### src/rtl/evs_pkg.sv
package evs_pkg;
   localparam int BYTE_W    = 8;
   localparam int SUM_FLAG  = 7;
   localparam int CTL_IEN   = 0;
   localparam int CTL_SRST  = 1;
endpackage

### src/rtl/evs_edge_detect.sv
module evs_edge_detect
   import evs_pkg::*;
#(
   parameter int NUM_CH  = 32,
   parameter int GROUP_W = 4
) (
   input  logic                      clk,
   input  logic                      rst_n,
   input  logic [NUM_CH-1:0]         in_lvl,
   input  logic [NUM_CH/GROUP_W-1:0] pol,
   input  logic [NUM_CH-1:0]         en,
   output logic [NUM_CH-1:0]         hit
);
   localparam int NUM_GROUPS = NUM_CH / GROUP_W;

   if (NUM_CH % GROUP_W != 0) begin : g_bad_group
      $error("NUM_CH must be a multiple of GROUP_W");
   end

   logic [NUM_CH-1:0] prev_q;
   logic [NUM_CH-1:0] raw;

   always_ff @(posedge clk or negedge rst_n) begin
      if (!rst_n) prev_q <= '0;
      else        prev_q <= in_lvl;
   end

   for (genvar g = 0; g < NUM_GROUPS; g++) begin : g_grp
      logic [GROUP_W-1:0] cur, old;
      assign cur = in_lvl[g*GROUP_W +: GROUP_W];
      assign old = prev_q[g*GROUP_W +: GROUP_W];
      assign raw[g*GROUP_W +: GROUP_W] = pol[g] ? (old & ~cur) : (cur & ~old);
   end

   assign hit = raw & en;
endmodule

### src/rtl/evs_status_latch.sv
module evs_status_latch #(
   parameter int NUM_CH = 32
) (
   input  logic              clk,
   input  logic              rst_n,
   input  logic              srst,
   input  logic [NUM_CH-1:0] set,
   input  logic [NUM_CH-1:0] clr,
   input  logic [NUM_CH-1:0] en,
   output logic [NUM_CH-1:0] stat
);
   always_ff @(posedge clk or negedge rst_n) begin
      if (!rst_n)    stat <= '0;
      else if (srst) stat <= '0;
      else           stat <= (stat & ~clr) | set;
   end

   // a set bit is only removed by a clear write or a soft reset
   assert_sticky_R6: assert property (@(posedge clk) disable iff (!rst_n)
      !srst |=> ((($past(stat) & ~$past(clr)) & ~stat) == '0));

   // newly set bits come only from enabled channels
   assert_enabled_only_R5: assert property (@(posedge clk) disable iff (!rst_n)
      !srst |=> ((stat & ~$past(stat) & ~$past(en)) == '0));
endmodule

### src/rtl/evs_port_summary.sv
module evs_port_summary
   import evs_pkg::*;
#(
   parameter int NUM_CH = 32
) (
   input  logic [NUM_CH-1:0] stat,
   output logic [BYTE_W-1:0] summary
);
   localparam int NUM_PORTS = NUM_CH / BYTE_W;

   if (NUM_PORTS > SUM_FLAG) begin : g_bad_ports
      $error("too many ports for the summary byte");
   end

   always_comb begin
      summary = '0;
      for (int k = 0; k < NUM_PORTS; k++)
         summary[k] = |stat[k*BYTE_W +: BYTE_W];
      summary[SUM_FLAG] = |stat;
   end
endmodule

### src/rtl/evs_unit.sv
module evs_unit
   import evs_pkg::*;
#(
   parameter int NUM_CH  = 32,
   parameter int GROUP_W = 4,
   parameter int ADDR_W  = 4
) (
   input  logic              clk,
   input  logic              rst_n,
   input  logic [NUM_CH-1:0] in_lvl,
   input  logic              wr_en,
   input  logic [ADDR_W-1:0] addr,
   input  logic [BYTE_W-1:0] wr_data,
   output logic [BYTE_W-1:0] rd_data,
   output logic              irq_n
);
   localparam int NUM_PORTS  = NUM_CH / BYTE_W;
   localparam int NUM_GROUPS = NUM_CH / GROUP_W;
   localparam int POL_REGS   = NUM_GROUPS / BYTE_W;
   localparam int EN_BASE    = 0;
   localparam int POL_BASE   = EN_BASE + NUM_PORTS;
   localparam int STAT_BASE  = POL_BASE + POL_REGS;
   localparam int SUM_ADDR   = STAT_BASE + NUM_PORTS;
   localparam int CTL_ADDR   = SUM_ADDR + 1;

   if (NUM_CH % BYTE_W != 0) begin : g_bad_ch
      $error("NUM_CH must be a multiple of 8");
   end
   if (BYTE_W % GROUP_W != 0) begin : g_bad_gw
      $error("GROUP_W must divide 8");
   end
   if (NUM_GROUPS % BYTE_W != 0) begin : g_bad_pol
      $error("group count must fill whole polarity bytes");
   end
   if (CTL_ADDR >= (1 << ADDR_W)) begin : g_bad_addr
      $error("ADDR_W too small for the register map");
   end

   logic [NUM_CH-1:0]     en_q;
   logic [NUM_GROUPS-1:0] pol_q;
   logic                  ien_q;
   logic [NUM_CH-1:0]     clr;
   logic [NUM_CH-1:0]     hit;
   logic [NUM_CH-1:0]     stat;
   logic [BYTE_W-1:0]     summary;
   logic                  ctl_wr;
   logic                  srst;

   assign ctl_wr = wr_en && (addr == ADDR_W'(CTL_ADDR));
   assign srst   = ctl_wr && wr_data[CTL_SRST];

   always_comb begin
      clr = '0;
      for (int k = 0; k < NUM_PORTS; k++)
         if (wr_en && addr == ADDR_W'(STAT_BASE + k))
            clr[k*BYTE_W +: BYTE_W] = wr_data;
   end

   always_ff @(posedge clk or negedge rst_n) begin
      if (!rst_n) begin
         en_q  <= '0;
         pol_q <= '0;
         ien_q <= 1'b0;
      end else if (srst) begin
         en_q  <= '0;
         pol_q <= '0;
      end else begin
         for (int k = 0; k < NUM_PORTS; k++)
            if (wr_en && addr == ADDR_W'(EN_BASE + k))
               en_q[k*BYTE_W +: BYTE_W] <= wr_data;
         for (int j = 0; j < POL_REGS; j++)
            if (wr_en && addr == ADDR_W'(POL_BASE + j))
               pol_q[j*BYTE_W +: BYTE_W] <= wr_data;
         if (ctl_wr) ien_q <= wr_data[CTL_IEN];
      end
   end

   evs_edge_detect #(.NUM_CH(NUM_CH), .GROUP_W(GROUP_W)) u_edge (
      .clk(clk), .rst_n(rst_n), .in_lvl(in_lvl), .pol(pol_q), .en(en_q), .hit(hit)
   );

   evs_status_latch #(.NUM_CH(NUM_CH)) u_stat (
      .clk(clk), .rst_n(rst_n), .srst(srst), .set(hit), .clr(clr), .en(en_q), .stat(stat)
   );

   evs_port_summary #(.NUM_CH(NUM_CH)) u_sum (
      .stat(stat), .summary(summary)
   );

   always_comb begin
      rd_data = '0;
      for (int k = 0; k < NUM_PORTS; k++) begin
         if (addr == ADDR_W'(EN_BASE + k))   rd_data = en_q[k*BYTE_W +: BYTE_W];
         if (addr == ADDR_W'(STAT_BASE + k)) rd_data = stat[k*BYTE_W +: BYTE_W];
      end
      for (int j = 0; j < POL_REGS; j++)
         if (addr == ADDR_W'(POL_BASE + j)) rd_data = pol_q[j*BYTE_W +: BYTE_W];
      if (addr == ADDR_W'(SUM_ADDR)) rd_data = summary;
      if (addr == ADDR_W'(CTL_ADDR)) rd_data = {{(BYTE_W-1){1'b0}}, ien_q};
   end

   assign irq_n = ~(ien_q & (|stat));

   // soft reset leaves enables and polarities at zero
   assert_srst_clears_R3: assert property (@(posedge clk) disable iff (!rst_n)
      srst |=> (en_q == '0 && pol_q == '0));

   // soft reset keeps the interrupt enable
   assert_srst_keeps_ien_R8: assert property (@(posedge clk) disable iff (!rst_n)
      srst |=> $stable(ien_q));

   // no request while globally disabled
   assert_irq_gated_R4: assert property (@(posedge clk) disable iff (!rst_n)
      !ien_q |-> irq_n);

   // pending summary with enable drives the request
   assert_irq_pending_R4: assert property (@(posedge clk) disable iff (!rst_n)
      (ien_q && summary[SUM_FLAG]) |-> !irq_n);

   // the global flag tracks the port bits
   assert_summary_flag_R9: assert property (@(posedge clk) disable iff (!rst_n)
      summary[SUM_FLAG] == (|summary[NUM_PORTS-1:0]));
endmodule

### config.mk
export PLATFORM = sky130hd
export DESIGN_NAME = evs_unit
export DESIGN_NICKNAME = d
export VERILOG_FILES = /design/src/rtl/evs_pkg.sv /design/src/rtl/evs_edge_detect.sv /design/src/rtl/evs_status_latch.sv /design/src/rtl/evs_port_summary.sv /design/src/rtl/evs_unit.sv
export SDC_FILE = /design/constraint.sdc
export NUM_CORES = 1
export LEC_CHECK = 0
export BUFFER_PORTS_ARGS = -buffer_cell sky130_fd_sc_hd__buf_2
export CAP_MARGIN = 15
export CORE_ASPECT_RATIO = 1.75
export CORE_UTILIZATION = 45
export DETAILED_ROUTE_END_ITERATION = 7
export GPL_TIMING_DRIVEN = 0
export MAX_ROUTING_LAYER = met4
export PLACE_DENSITY_LB_ADDON = 0.2
export SYNTH_ARGS = -nofsm -noshare
export SYNTH_HDL_FRONTEND = slang
export SYNTH_SLANG_ARGS = --single-unit
export TNS_END_PERCENT = 50
### constraint.sdc
create_clock -name clk -period 1.9 [get_ports clk]
set_clock_uncertainty 0.05 [all_clocks]
set_input_delay 0.475 -clock clk [delete_from_list [all_inputs] [get_ports clk]]
set_output_delay 0.475 -clock clk [all_outputs]
set_load 0.05 [all_outputs]
==> metrics.json <==
{
  "clk-insertion-delay-late": {"value": 0.35, "unit": "ns"},
  "final.fill_count": {"value": 961},
  "synth_simple_gate_area_share": {"value": 0.235},
  "min_period_over_period": {"value": 1.30},
  "cts_htree_levels": {"value": 3},
  "layout_min_cycle_time": {"value": 2.48, "unit": "ns"},
  "violations": {"value": "DRC, setup timing"},
  "fp.dieW": {"value": 84.8, "unit": "um"},
  "tritoncts": {"value": "done"},
  "utilization": {"value": 0.614},
  "avgRoutedWirePerCell": {"value": 21.5, "unit": "um"},
  "rsz0062_at_grt": {"value": "true"},
  "p_leak": {"value": 3.15, "unit": "nW"},
  "tightestPinTransition": {"value": 0.805, "unit": "ns"},
  "post_dp_hpwl": {"value": 12.5, "unit": "mm"},
  "netlist-cell-type-count": {"value": 45},
  "synth.area.mux_share": {"value": 0.0583},
  "max_freq": {"value": 0.404, "unit": "GHz"},
  "global_route.usage.total": {"value": 0.305},
  "detail-route-antenna-nets": {"value": 0},
  "synth.net_count": {"value": 667},
  "tns": {"value": -4.32, "unit": "ns"},
  "grt_first_pass_wirelength": {"value": 27.4, "unit": "mm"},
  "synth_top_area_cell": {"value": "dfrtp_1"},
  "drc_violations_left": {"value": 3},
  "dr_total_vias": {"value": 5204},
  "fp.dieH": {"value": 147, "unit": "um"},
  "synth-async-reset-ratio": {"value": 1.00},
  "final_cells": {"value": 855},
  "endpoint_kind": {"value": "primary output"},
  "mappedNetlistArea": {"value": 5400, "unit": "um^2"},
  "post-layout-total-power": {"value": 7.24, "unit": "mW"},
  "vdd_ir_drop_max": {"value": 0.455, "unit": "mV"},
  "ys.flop_type": {"value": "dfrtp_1"},
  "yosysMostFrequentCell": {"value": "nand2_1"},
  "final_layout_size_suffix_gt1_frac": {"value": 0.289},
  "routed_wl": {"value": 18.4, "unit": "mm"},
  "ys_ff_latch": {"value": 105},
  "timing.max_slew.rel_slack": {"value": 0.460},
  "number_of_cells_after_detailed_placement": {"value": 803},
  "grt.overflow.total": {"value": 0},
  "ys_top_cells_by_count": {"value": "nand2_1, dfrtp_1, nor2_1, o21ai_0, a22oi_1"},
  "core-area": {"value": 11600, "unit": "um^2"},
  "yosys.area.top_type_share": {"value": 0.486},
  "post_synthesis_cells": {"value": 620},
  "synth_fa_ha_area_frac": {"value": 0},
  "timing.final.hold_violations": {"value": 0},
  "finalNetCount": {"value": 763},
  "tritoncts.num_buffers": {"value": 9},
  "status": {"value": "finished, violations left"},
  "clk_transition_reported_paths": {"value": 0.07, "unit": "ns"},
  "critical_path_arrival": {"value": 1.95, "unit": "ns"},
  "clock_path_buffers": {"value": 2},
  "maximum_number_of_pins_on_one_net_before_global_route_repair": {"value": 74},
  "top_level_ports": {"value": 56},
  "die-area": {"value": 12500, "unit": "um^2"},
  "xor_xnor_fraction_of_synth_area": {"value": 0},
  "flow.area_growth_from_synthesis": {"value": 32.3, "unit": "%"},
  "drt-initial-drc-count": {"value": 403},
  "synth_top_family_by_area": {"value": "simple AND/OR/NAND/NOR gates"},
  "rows": {"value": 52},
  "cell_area_after_layout": {"value": 7150, "unit": "um^2"},
  "synth.area.top_cells": {"value": "dfrtp_1, nand2_1, nor2_1"},
  "setup.worst_path.start_class": {"value": "register"},
  "syn_area_per_cell": {"value": 8.72, "unit": "um^2"},
  "critical_path_peak_fanout": {"value": 3},
  "min_path_type": {"value": "in2async"},
  "synth_compound_gate_area_share": {"value": 0.175},
  "start_util": {"value": 0.464},
  "fin_worst_hold_slack": {"value": 0.00683, "unit": "ns"},
  "antenna_cells": {"value": 0},
  "grt_pass1_vias": {"value": 5118},
  "dp_worst_setup_slack": {"value": -0.863, "unit": "ns"},
  "clock_tree_root_driver_cell": {"value": "clkbuf_16"},
  "via_per_inst": {"value": 6.09},
  "gpl.final_weighted_congestion": {"value": 0.974},
  "placed_cell_area": {"value": 5940, "unit": "um^2"},
  "timing.final.setup_violations": {"value": 9},
  "cts_hold_buf": {"value": 0},
  "post-route-worst-setup-slack": {"value": -0.578, "unit": "ns"},
  "maxSlewViolCount": {"value": 0},
  "cap_violations": {"value": 0},
  "count_of_port_buffers_added_during_placement": {"value": 47},
  "clock_sinks": {"value": 105},
  "timing_worst_setup_path_type": {"value": "reg2out"},
  "ys_seq_area_frac": {"value": 0.486},
  "drt-pass1-iter-count": {"value": 7},
  "post_synth_edffs": {"value": 0},
  "cell_pwr_density": {"value": 1010, "unit": "nW/um^2"},
  "synth-warning-count": {"value": 0},
  "critical_path_required": {"value": 1.37, "unit": "ns"},
  "grt_antenna_before_repair": {"value": 0}
}
kinds of logic after synthesis:
kind of cell,after synthesis
mux,28
compound gates,151
flops,105
simple gates,289
buf+inv,47
final timing paths:
check                                start  slack, ns                to  cells after the start
max                        u_stat.stat[15]      -0.58             irq_n                      4
min                                  rst_n      0.007          pol_q[5]                      1
max reg2reg                       pol_q[4]       0.34   u_stat.stat[18]                      6
min reg2reg                       en_q[10]       0.51          en_q[10]                      2
max in group asynchronous            rst_n       1.03    u_stat.stat[6]                      2
min in group clk                 in_lvl[3]       0.19  u_edge.prev_q[3]                      1
layer usage:
layer	global-route usage	part of all wire
met1	0.329	0.37
met2	0.512	0.51
met3	0.0472	0.054
met4	0.208	0.067
met5	-	0
cells in the final DEF, fill, tap and decap left out, types with 6 or more instances in the layout:
| cell | count |
|---|---|
| a21oi_1 | 34 |
| a22oi_1 | 35 |
| buf_2 | 42 |
| buf_4 | 39 |
| buf_6 | 12 |
| buf_8 | 8 |
| clkbuf_1 | 12 |
| clkbuf_16 | 11 |
| dfrtp_1 | 100 |
| mux2_2 | 6 |
| mux2i_1 | 18 |
| nand2_1 | 131 |
| nand3_1 | 26 |
| nor2_1 | 80 |
| nor2_4 | 6 |
| nor4_4 | 6 |
| o21ai_0 | 40 |
critical path: stages, from the launching register on:
cell and delay, ns:
dfrtp_2 0.45, nor4_4 0.42, nand2_2 0.17, o41ai_4 0.35, buf_6 0.21
timing repair:
item | CTS | global route
gates cloned | 6 | 2
endpoints found under the setup margin | 13 | 32
buffers inserted | 18 | 16
resized for setup | 87 | 45
pin swaps | 19 | 26
area by class of cell:
cell class | count | area (um^2) | area share
clock buffers | 10 | 239 | 0.0334
flip-flops and latches | 105 | 2630 | 0.368
plain buffers | 39 | 313 | 0.0437
inverters | 3 | 13.8 | 0.00192
well taps | 135 | 169 | 0.0236
clock inverters | 5 | 41.3 | 0.00577
repair buffers | 89 | 826 | 0.115
multi-input cells | 469 | 2920 | 0.408
flip-flops by register name (all words and copies together) (netlist names):
name           cells
en_q              32
u_edge.prev_q     32
u_stat.stat       32
pol_q              8
ien_q              1
where the power goes:
part	total [mW]	switching (mW)	internal [mW]
clock	1.80	0.874	0.927
combinational	1.93	1.02	0.909
sequential	3.51	0.734	2.78
total	7.24	2.63	4.62
Power figures use the tool's default switching activity.
